[src/rtl/pt_pkg.sv]
package pt_pkg;

    // Source of the address fetched in the next cycle.
    typedef enum logic [1:0] {
        SEL_SEQ     = 2'd0,
        SEL_TARGET  = 2'd1,
        SEL_RECOVER = 2'd2
    } pc_sel_e;

endpackage

[src/rtl/pt_target_gen.sv]
module pt_target_gen #(
    parameter int ADDR_W = 32,
    parameter int DISP_W = 16,
    parameter int SHIFT  = 2
) (
    input  logic [ADDR_W-1:0] pc4_i,
    input  logic [DISP_W-1:0] disp_i,
    output logic [ADDR_W-1:0] target_o
);
    localparam int EXT_W = ADDR_W - DISP_W;

    logic [ADDR_W-1:0] disp_ext;

    always_comb begin
        disp_ext = {{EXT_W{disp_i[DISP_W-1]}}, disp_i};
        target_o = pc4_i + (disp_ext << SHIFT);
    end
endmodule

[src/rtl/pt_redirect_ctl.sv]
module pt_redirect_ctl
    import pt_pkg::*;
(
    input  logic    id_br_live_i,
    input  logic    ex_br_live_i,
    input  logic    ex_taken_i,
    output logic    stall_o,
    output logic    flush_o,
    output pc_sel_e sel_o
);
    always_comb begin
        flush_o = ex_br_live_i && !ex_taken_i;
        stall_o = id_br_live_i && !flush_o;
        if (flush_o) begin
            sel_o = SEL_RECOVER;
        end else if (stall_o) begin
            sel_o = SEL_TARGET;
        end else begin
            sel_o = SEL_SEQ;
        end
    end
endmodule

[src/rtl/pt_pc_mux.sv]
module pt_pc_mux
    import pt_pkg::*;
#(
    parameter int ADDR_W = 32
) (
    input  pc_sel_e           sel_i,
    input  logic [ADDR_W-1:0] seq_i,
    input  logic [ADDR_W-1:0] target_i,
    input  logic [ADDR_W-1:0] recover_i,
    output logic [ADDR_W-1:0] next_o
);
    always_comb begin
        case (sel_i)
            SEL_TARGET:  next_o = target_i;
            SEL_RECOVER: next_o = recover_i;
            default:     next_o = seq_i;
        endcase
    end
endmodule

[src/rtl/pt_early_target_unit.sv]
module pt_early_target_unit
    import pt_pkg::*;
#(
    parameter int              ADDR_W   = 32,
    parameter int              DISP_W   = 16,
    parameter logic [ADDR_W-1:0] RESET_PC = 32'h0000_0100
) (
    input  logic              clk,
    input  logic              rst_n,
    input  logic              id_is_branch_i,
    input  logic [ADDR_W-1:0] id_pc4_i,
    input  logic [DISP_W-1:0] id_disp_i,
    input  logic              ex_taken_i,
    output logic [ADDR_W-1:0] fetch_pc_o,
    output logic [ADDR_W-1:0] next_pc_o,
    output logic              stall_o,
    output logic              flush_o
);
    localparam int INSTR_BYTES = 4;
    localparam int WORD_SHIFT  = $clog2(INSTR_BYTES);

    typedef struct packed {
        logic [ADDR_W-1:0] pc;       // fetch address
        logic              id_live;  // decode slot holds a kept instruction
        logic              ex_br;    // live branch now in execute
        logic [ADDR_W-1:0] ex_pc4;   // in-line address carried with it
    } state_t;

    state_t            st_q, st_d;
    logic              id_br_live;
    logic [ADDR_W-1:0] target;
    logic [ADDR_W-1:0] seq_pc;
    pc_sel_e           sel;

    assign id_br_live = id_is_branch_i && st_q.id_live;
    assign seq_pc     = st_q.pc + ADDR_W'(INSTR_BYTES);

    pt_target_gen #(
        .ADDR_W (ADDR_W),
        .DISP_W (DISP_W),
        .SHIFT  (WORD_SHIFT)
    ) target_i (
        .pc4_i    (id_pc4_i),
        .disp_i   (id_disp_i),
        .target_o (target)
    );

    pt_redirect_ctl ctl_i (
        .id_br_live_i (id_br_live),
        .ex_br_live_i (st_q.ex_br),
        .ex_taken_i   (ex_taken_i),
        .stall_o      (stall_o),
        .flush_o      (flush_o),
        .sel_o        (sel)
    );

    pt_pc_mux #(
        .ADDR_W (ADDR_W)
    ) mux_i (
        .sel_i     (sel),
        .seq_i     (seq_pc),
        .target_i  (target),
        .recover_i (st_q.ex_pc4),
        .next_o    (next_pc_o)
    );

    always_comb begin
        st_d         = st_q;
        st_d.pc      = next_pc_o;
        st_d.id_live = !(stall_o || flush_o);
        st_d.ex_br   = id_br_live;
        if (id_br_live) begin
            st_d.ex_pc4 = id_pc4_i;
        end
    end

    always_ff @(posedge clk) begin
        if (!rst_n) begin
            st_q.pc      <= RESET_PC;
            st_q.id_live <= 1'b0;
            st_q.ex_br   <= 1'b0;
            st_q.ex_pc4  <= '0;
        end else begin
            st_q <= st_d;
        end
    end

    assign fetch_pc_o = st_q.pc;
endmodule

[config.mk]
export PLATFORM = sky130hd
export DESIGN_NAME = pt_early_target_unit
export DESIGN_NICKNAME = d
export VERILOG_FILES = /design/src/rtl/pt_pkg.sv /design/src/rtl/pt_target_gen.sv /design/src/rtl/pt_redirect_ctl.sv /design/src/rtl/pt_pc_mux.sv /design/src/rtl/pt_early_target_unit.sv
export SDC_FILE = /design/constraint.sdc
export NUM_CORES = 1
export LEC_CHECK = 0
export BUFFER_PORTS_ARGS = -buffer_cell sky130_fd_sc_hd__buf_2
export CAP_MARGIN = 20
export CORE_MARGIN = 5
export CORE_UTILIZATION = 55
export CTS_CLUSTER_DIAMETER = 80
export DETAILED_ROUTE_END_ITERATION = 10
export GPL_TIMING_DRIVEN = 0
export PLACE_DENSITY_LB_ADDON = 0.15
export SYNTH_ARGS = -nofsm -noshare
export SYNTH_HDL_FRONTEND = slang
export SYNTH_SLANG_ARGS = --single-unit
[constraint.sdc]
create_clock -name clk -period 3.6 [get_ports clk]
set_clock_uncertainty 0.2 [all_clocks]
set_input_delay 0.18 -clock clk [delete_from_list [all_inputs] [get_ports clk]]
set_output_delay 0.18 -clock clk [all_outputs]
set_load 0.05 [all_outputs]
# Word level (Yosys, flattened, before mapping)
# Cells that the tools add are included.
# totals
elab_cells	18
register_bits	66
output_inout_bits	66
# classes
n_mux	3
n_eq_ne	2
addsub	2
reduce_logical	7
# op_table
operator	n
32-bit one-hot mux with 2 select lines	1
32-bit by 3-bit adder with 32-bit output, second input constant	1
32-bit adder	1
1-bit logical AND	3
1-bit zero test	3
2-bit by 1-bit equality test with 1-bit output, second input constant	1
2-bit equality test, second input constant	1
2-bit two-way mux	1
1-bit logical OR	1
1-bit two-way mux	1

# Longest topological paths before layout
# Gate-level depths: netlist of the first run.
# logic_depth
ltp_word	8
depth_mapped	11

# By module
# A second synthesis of the first run with hierarchy kept.
# unflattened
hier_cells	678
area_unflattened_um2	5406.4
# by_module_without_submodules
module	area_per_inst_um2	cells_each	seq_area_each_um2	n_inst
pt_early_target_unit	2967.8	324	1321.3	1
pt_target_gen	1764.2	237	0.0	1
pt_pc_mux	636.9	113	0.0	1
pt_redirect_ctl	37.5	4	0.0	1

# Worst setup path before layout of the first run
# OpenSTA, ideal clock, no wires.
# synth_path
path_type	reg2out
startpoint	register st_q (netlist bit fetch_pc_o[9])
endpoint	output next_pc_o[31]
path_slack_ns	0.907
path_stages_with_launch	9
arrival_time_ns	2.313
n_path_buf	1
path_cell_list	dfxtp_1 nand4_4 or4_4 o311ai_0 and3_4 nand3_4 a2111oi_4 a21oi_1 buf_4
# synth_rtl
item	line	text
from (decl)	pt_early_target_unit.sv:29	state_t st_q, st_d;
from (signal assigned)	pt_early_target_unit.sv:84	st_q <= st_d;
to (decl)	pt_early_target_unit.sv:15	output logic [ADDR_W-1:0] next_pc_o,

==> out/qor.csv, run 1 <==
stage;metric;value;unit
outcome;status;finished clean;
setup_path;crit_fanout;7;
routing;vias;6452;
power;finalPower;2790;uW
timing;timing.final.crit_share;98.4;%
routing;vias_per_cell;5.98;
routing;wire_per_inst;18.1;um
setup_path;cp-end-kind;primary output;
floorplanning;die-area;12500;um2
timing;tightest_slew;689;ps
cells_and_area;fin_cells;1079;
global_route;grt_pass1_vias;5903;
place;portBuffers;117;
clocking;cts_sinks;66;
place;placed_cells;1028;
power;vdd_drop_max;227;uV
global_route;grt_max_degree;16;
power;seq_power_share;29.9;%
power;power_frac_clock;27.7;%
power;power_density;394;nW/um2
clocking;cts.clk_slew.worst_paths;70;ps
clocking;cts_max_level;3;
global_route;grt.overflow.total;0;
synthesis;yosysSeqAreaShare;23.2;%
clocking;root_buffer;clkbuf_8;
synthesis;synthCells;775;
global_route;antenna_found_initial;0;
synthesis;syn_area;5690;um2
setup_path;cp.arrival;3160;ps
setup_path;startpoint_type;flop;
min_path;hold_class;reg2reg;
cells_and_area;nNetsFinal;1021;
synthesis;async_flop_share;0;%
synthesis;synth_top_area_share;23.2;%
synthesis;ys.warnings.count;0;
timing;hold_slack;258;ps
routing;wl;19500;um
routing;drt_iter0_drc;680;
floorplanning;start_util;55.8;%
floorplanning;row_count;37;
cells_and_area;area_delta_synth_final;24.5;%
synthesis;synth_edf_count;0;
synthesis;yosysTopAreaCell;dfxtp_1;
cells_and_area;drive_gt1_share;24.7;%
power;p_int;1670;uW
synthesis;synthDistinctLibCells;73;
clocking;clock_latency;350;ps
timing;layout_setup_ws;59.2;ps
global_route;grt_pass1_wl;30700;um
power;swShare;40.2;%
cells_and_area;antenna_cells;0;
synthesis;synthFlopType;dfxtp_1;
floorplanning;num_io_pins;118;
routing;drt_first_pass_iters;5;
global_route;grt_usage;30.1;%
clocking;clk_path_buf_depth;2;
power;power.leakage;0.00321;uW
timing;min_period;3540;ps
timing;max_freq;282;MHz
place;hpwl;14900;um
routing;drc;0;
power;pwr-share-comb;42.4;%
timing;tns;0;ps
job;cap_violations;0;
synthesis;netlist_top_cells_area;dfxtp_1, buf_4, nand2_1;
timing;hold_violations;0;
clocking;cts_tree;yes;
timing;drv_slew;0;
setup_path;critPathKind;reg2out;
timing;setup_viol;0;
floorplanning;chipWidth;112;um
timing;relSlewSlack;54.1;%
synthesis;syn_avg_cell_area;7.34;um2
place;globalplace.congestion;0.931;
synthesis;ys_ff_latch;66;
timing;rsz0062_at_grt;true;
clocking;cts_made_buffers;9;
setup_path;crit_required;3220;ps
floorplanning;coreArea;10200;um2
synthesis;syn_nets;858;
floorplanning;die_height;112;um
place;pre_cts_slack;-55.3;ps
routing;antenna_left;0;
power;p_switching;1120;uW
cell type report:
| type | count | area, um2 |
|---|---|---|
| Tap cell | 136 | 170 |
| Fill cell | 891 | 3100 |
| Clock buffer | 12 | 145 |
| Inverter | 14 | 52.6 |
| Multi-Input combinational cell | 592 | 3730 |
| Sequential cell | 66 | 1320 |
| Clock inverter | 4 | 98.8 |
| Buffer | 103 | 634 |
| Timing Repair Buffer | 152 | 931 |
worst paths after layout:
check	depth (start not counted)	slack [ps]	endpoint	startpoint
setup reg to reg	6	730	fetch_pc_o[23]	fetch_pc_o[4]
setup / recovery	9	60	next_pc_o[31]	fetch_pc_o[4]
hold / removal	2	260	st_q[30]	st_q[30]
hold reg to reg	2	260	st_q[30]	st_q[30]
power by group through the flow:
stage	clock network (uW)	registers, uW	logic (uW)
6_report	772	835	1190
3_3_place_gp	0	844	1110
3_5_place_dp	0	847	1120
4_1_cts	774	832	1160
5_1_grt	807	841	1260
2_1_floorplan	0	834	863
kinds of logic after synthesis:
family,after synthesis,synth area share [%]
AOI/OAI and AO/OA,212,24.3
xor gates and xnor gates,36,5.54
adders and majority gates,31,6.95
buffers and inverters,117,12.1
DFF,66,23.2
muxes,5,0.880
and+or+nand+nor,308,27.1
flip-flops by register name (all words and copies together), names as in the netlist:
register and count:
fetch_pc_o 32, st_q 34
per-layer routing:
layer  vias to the layer above  share of wire [%]  global-route usage [%]
li1                       3054                  -                       -
met1                      2989                 43                    42.9
met2                       365                 44                    45.5
met3                        44                 11                    6.85
met4                         0                2.0                    8.43
met5                         -                  0                       0
per-stage QoR:
step	utilization [%]	instance area (um2)
floorplan	-	5690
global placement	63.3	6440
detailed placement	63.3	6440
CTS	69.0	7030
global route	69.5	7080
finish	69.5	7080
synth_stat cells (6+ instances only):
| master | number |
|---|---|
| clkbuf_1 | 30 |
| o21ai_0 | 32 |
| and2_1 | 20 |
| xnor2_1 | 16 |
| nand3_1 | 26 |
| buf_1 | 6 |
| inv_1 | 14 |
| a31oi_1 | 12 |
| nand2b_1 | 6 |
| o31ai_1 | 6 |
| nand2_1 | 117 |
| xor2_1 | 20 |
| a21o_1 | 12 |
| a211oi_1 | 8 |
| o211ai_1 | 8 |
| and3_1 | 11 |
| nor3_1 | 14 |
| buf_4 | 65 |
| nor4_1 | 6 |
| o21a_1 | 7 |
| nor2_1 | 52 |
| dfxtp_1 | 66 |
| a21oi_1 | 81 |
| nand4_1 | 20 |
| ha_1 | 30 |
placed cells by master, fill, tap and decap left out, types with 6 or more instances in the layout:
| cell type | n |
|---|---|
| nand2_1 | 117 |
| and2_1 | 20 |
| o21ai_0 | 29 |
| ha_1 | 30 |
| a31oi_1 | 12 |
| inv_1 | 14 |
| clkbuf_1 | 31 |
| a21o_1 | 12 |
| buf_1 | 6 |
| dlygate4sd3_1 | 33 |
| nor3_1 | 14 |
| nor2_1 | 52 |
| nand3_1 | 25 |
| buf_2 | 119 |
| dfxtp_1 | 65 |
| o21a_1 | 7 |
| a21oi_1 | 80 |
| o211ai_1 | 8 |
| clkbuf_8 | 10 |
| nand2b_1 | 6 |
| buf_4 | 67 |
| a211oi_1 | 8 |
| xor2_1 | 20 |
| and3_1 | 11 |
| xnor2_1 | 16 |
| nand4_1 | 20 |
critical path: stages, from the launching register on:
cell	delay (ps)
dfxtp_1	440
nand4_1	340
or2_2	470
o311ai_0	380
and3_4	290
nand3_4	80
a2111oi_4	350
a21oi_1	110
buf_4	150
buf_2	200
timing repair:
action                                  in CTS  in global routing
buffers inserted                             0                  2
pin swaps                                    0                  1
endpoints found under the setup margin       2                 12
gates cloned                                 0                  0
hold endpoints to repair                    33                  0
hold buffers                                33                  0
resized for setup                            2                 12
No activity file was read; power rests on OpenSTA's default activity.
==> run 2, diff against run 1 <==
--- a/config.mk
+++ b/config.mk
@@ -5,12 +5,12 @@
 export SDC_FILE = /design/constraint.sdc
 export NUM_CORES = 1
 export LEC_CHECK = 0
-export BUFFER_PORTS_ARGS = -buffer_cell sky130_fd_sc_hd__buf_2
 export CAP_MARGIN = 20
 export CORE_MARGIN = 5
 export CORE_UTILIZATION = 55
 export CTS_CLUSTER_DIAMETER = 80
 export DETAILED_ROUTE_END_ITERATION = 10
+export DONT_BUFFER_PORTS = 1
 export GPL_TIMING_DRIVEN = 0
 export PLACE_DENSITY_LB_ADDON = 0.15
 export SYNTH_ARGS = -nofsm -noshare
==> run 2 against run 1 <==
Flip-flop and latch count stayed put; global-route usage decreased by 0.39 points; via count fell by 7.5%; cell count down 11%; worst hold slack got worse by 220 ps; power down 7.1%; largest cell class unchanged; largest power group unchanged.
==> out/qor.csv, run 2 (synthesis gave the netlist of run 1 again) <==
stage;metric;value;unit
clocking;cts_tree;yes;
cells_and_area;final_cell_mix;nand2_1, a21oi_1, dfxtp_1;
cells_and_area;drive_gt1_share;13.1;%
setup_path;cp_cell_sequence;and2_2 > clkbuf_1 > nand2_2 > inv_1 > clkbuf_2 > o21ai_0 > nand4_1 > buf_4;
setup_path;crit_family;buffers and inverters;
timing;max_freq;289;MHz
setup_path;cpPeakStageDelay;510;ps
setup_path;crit_fanout;10;
clocking;cts_made_buffers;9;
floorplanning;row_count;37;
clocking;cts.clk_slew.worst_paths;70;ps
timing;rsz0062_at_grt;false;
cells_and_area;design_area;6420;um2
routing;vias_per_cell;6.22;
job;cap_violations;0;
setup_path;r2r_start;st_q[33];
floorplanning;coreArea;10200;um2
timing;min_period;3460;ps
clocking;clk_path_buf_depth;2;
place;place_area;5860;um2
floorplanning;start_util;55.8;%
place;portBuffers;0;
timing;timing.final.crit_share;96.1;%
floorplanning;chipWidth;112;um
routing;wl;19000;um
power;power.leakage;0.00267;uW
clocking;cts_max_level;3;
timing;hold_violations;0;
cells_and_area;antenna_cells;0;
routing;drc;0;
setup_path;cp.arrival;3080;ps
timing;tns;0;ps
power;power_density;404;nW/um2
clocking;post_cts_buffers;0;
cells_and_area;regMostFlops;st_q;
cells_and_area;largest_reg_flops;34;
min_path;hold_class;in2reg;
cells_and_area;nFillCells;924;
setup_path;crit_slowest_cell;clkbuf_2;
cells_and_area;area_delta_synth_final;13.0;%
global_route;antenna_found_initial;0;
floorplanning;die_height;112;um
floorplanning;die-area;12500;um2
timing;setup_viol;0;
cells_and_area;nNetsFinal;902;
routing;wire_per_inst;19.8;um
global_route;grt_pass1_vias;5495;
global_route;grt_pass1_wl;30000;um
setup_path;crit_buf_inv;4;
setup_path;crit_required;3220;ps
timing;drv_slew;0;
place;hpwl;14500;um
setup_path;cp-startpoint;st_q[33];
setup_path;startpoint_type;flop;
timing;hold_slack;38.3;ps
clocking;cts_sinks;66;
timing;tightest_slew;1130;ps
setup_path;critPathKind;reg2out;
setup_path;rrSetupSlack;720;ps
place;placed_cells;911;
outcome;status;finished clean;
power;vdd_drop_max;237;uV
routing;drt_iter0_drc;652;
global_route;grt.overflow.total;0;
floorplanning;num_io_pins;118;
routing;vias;5971;
place;globalplace.congestion;0.943;
routing;drt_first_pass_iters;6;
cells_and_area;fin_cells;960;
clocking;root_buffer;clkbuf_8;
setup_path;cp-end-kind;primary output;
global_route;grt_usage;29.7;%
global_route;grt_max_degree;16;
cells_and_area;final_common_cell;nand2_1;
timing;relSlewSlack;24.8;%
routing;antenna_left;0;
clocking;clock_latency;350;ps
min_path;hold_start;rst_n;
-- run 2: layer usage --
metal	routed length, um	share of wire (%)	global-route usage (%)
met1	8310	44	43.7
met2	8190	43	44.8
met3	2150	11	5.05
met4	345	1.8	7.62
met5	0	0	0
-- run 2: final cells by class --
cell class / count / area, um2 / area share [%]
tap: 136 / 170 / 2.65
timing repair buffer: 33 / 330 / 5.14
multi-input combinational: 592 / 3700 / 57.6
buffer: 103 / 634 / 9.87
clock buffer: 15 / 186 / 2.90
inverter: 14 / 52.6 / 0.818
clock inverter: 1 / 30.0 / 0.467
sequential: 66 / 1320 / 20.6
-- run 2: repair_timing --
| action | 4_1_cts | 5_1_grt |
|---|---|---|
| gates cloned | 0 | 0 |
| endpoints found under the hold margin | 40 | 0 |
| resized for setup | 1 | 3 |
| hold buffers | 33 | 0 |
| setup endpoints to repair | 5 | 6 |
-- run 2: worst paths after layout --
path	end	depth (start not counted)
worst max-delay path	next_pc_o[28]	8
worst min-delay path	fetch_pc_o[15]	2
worst min register to register	st_q[0]	2
worst max register to register	fetch_pc_o[28]	7
-- run 2: power breakdown --
group | switching, uW | internal (uW)
clock | 283 | 397
combinational | 738 | 342
sequential | 52.7 | 780
total | 1070 | 1520
-- run 2: through the flow --
stage,power (uW),setup WS (ps),utilization (%)
after detailed placement,1870,97.9,57.5
final,2590,141,63.1
after global placement,1860,70.5,57.5
after global routing,2700,4.64,63.1
after CTS,2570,158,62.9
after floorplan,1700,907,-
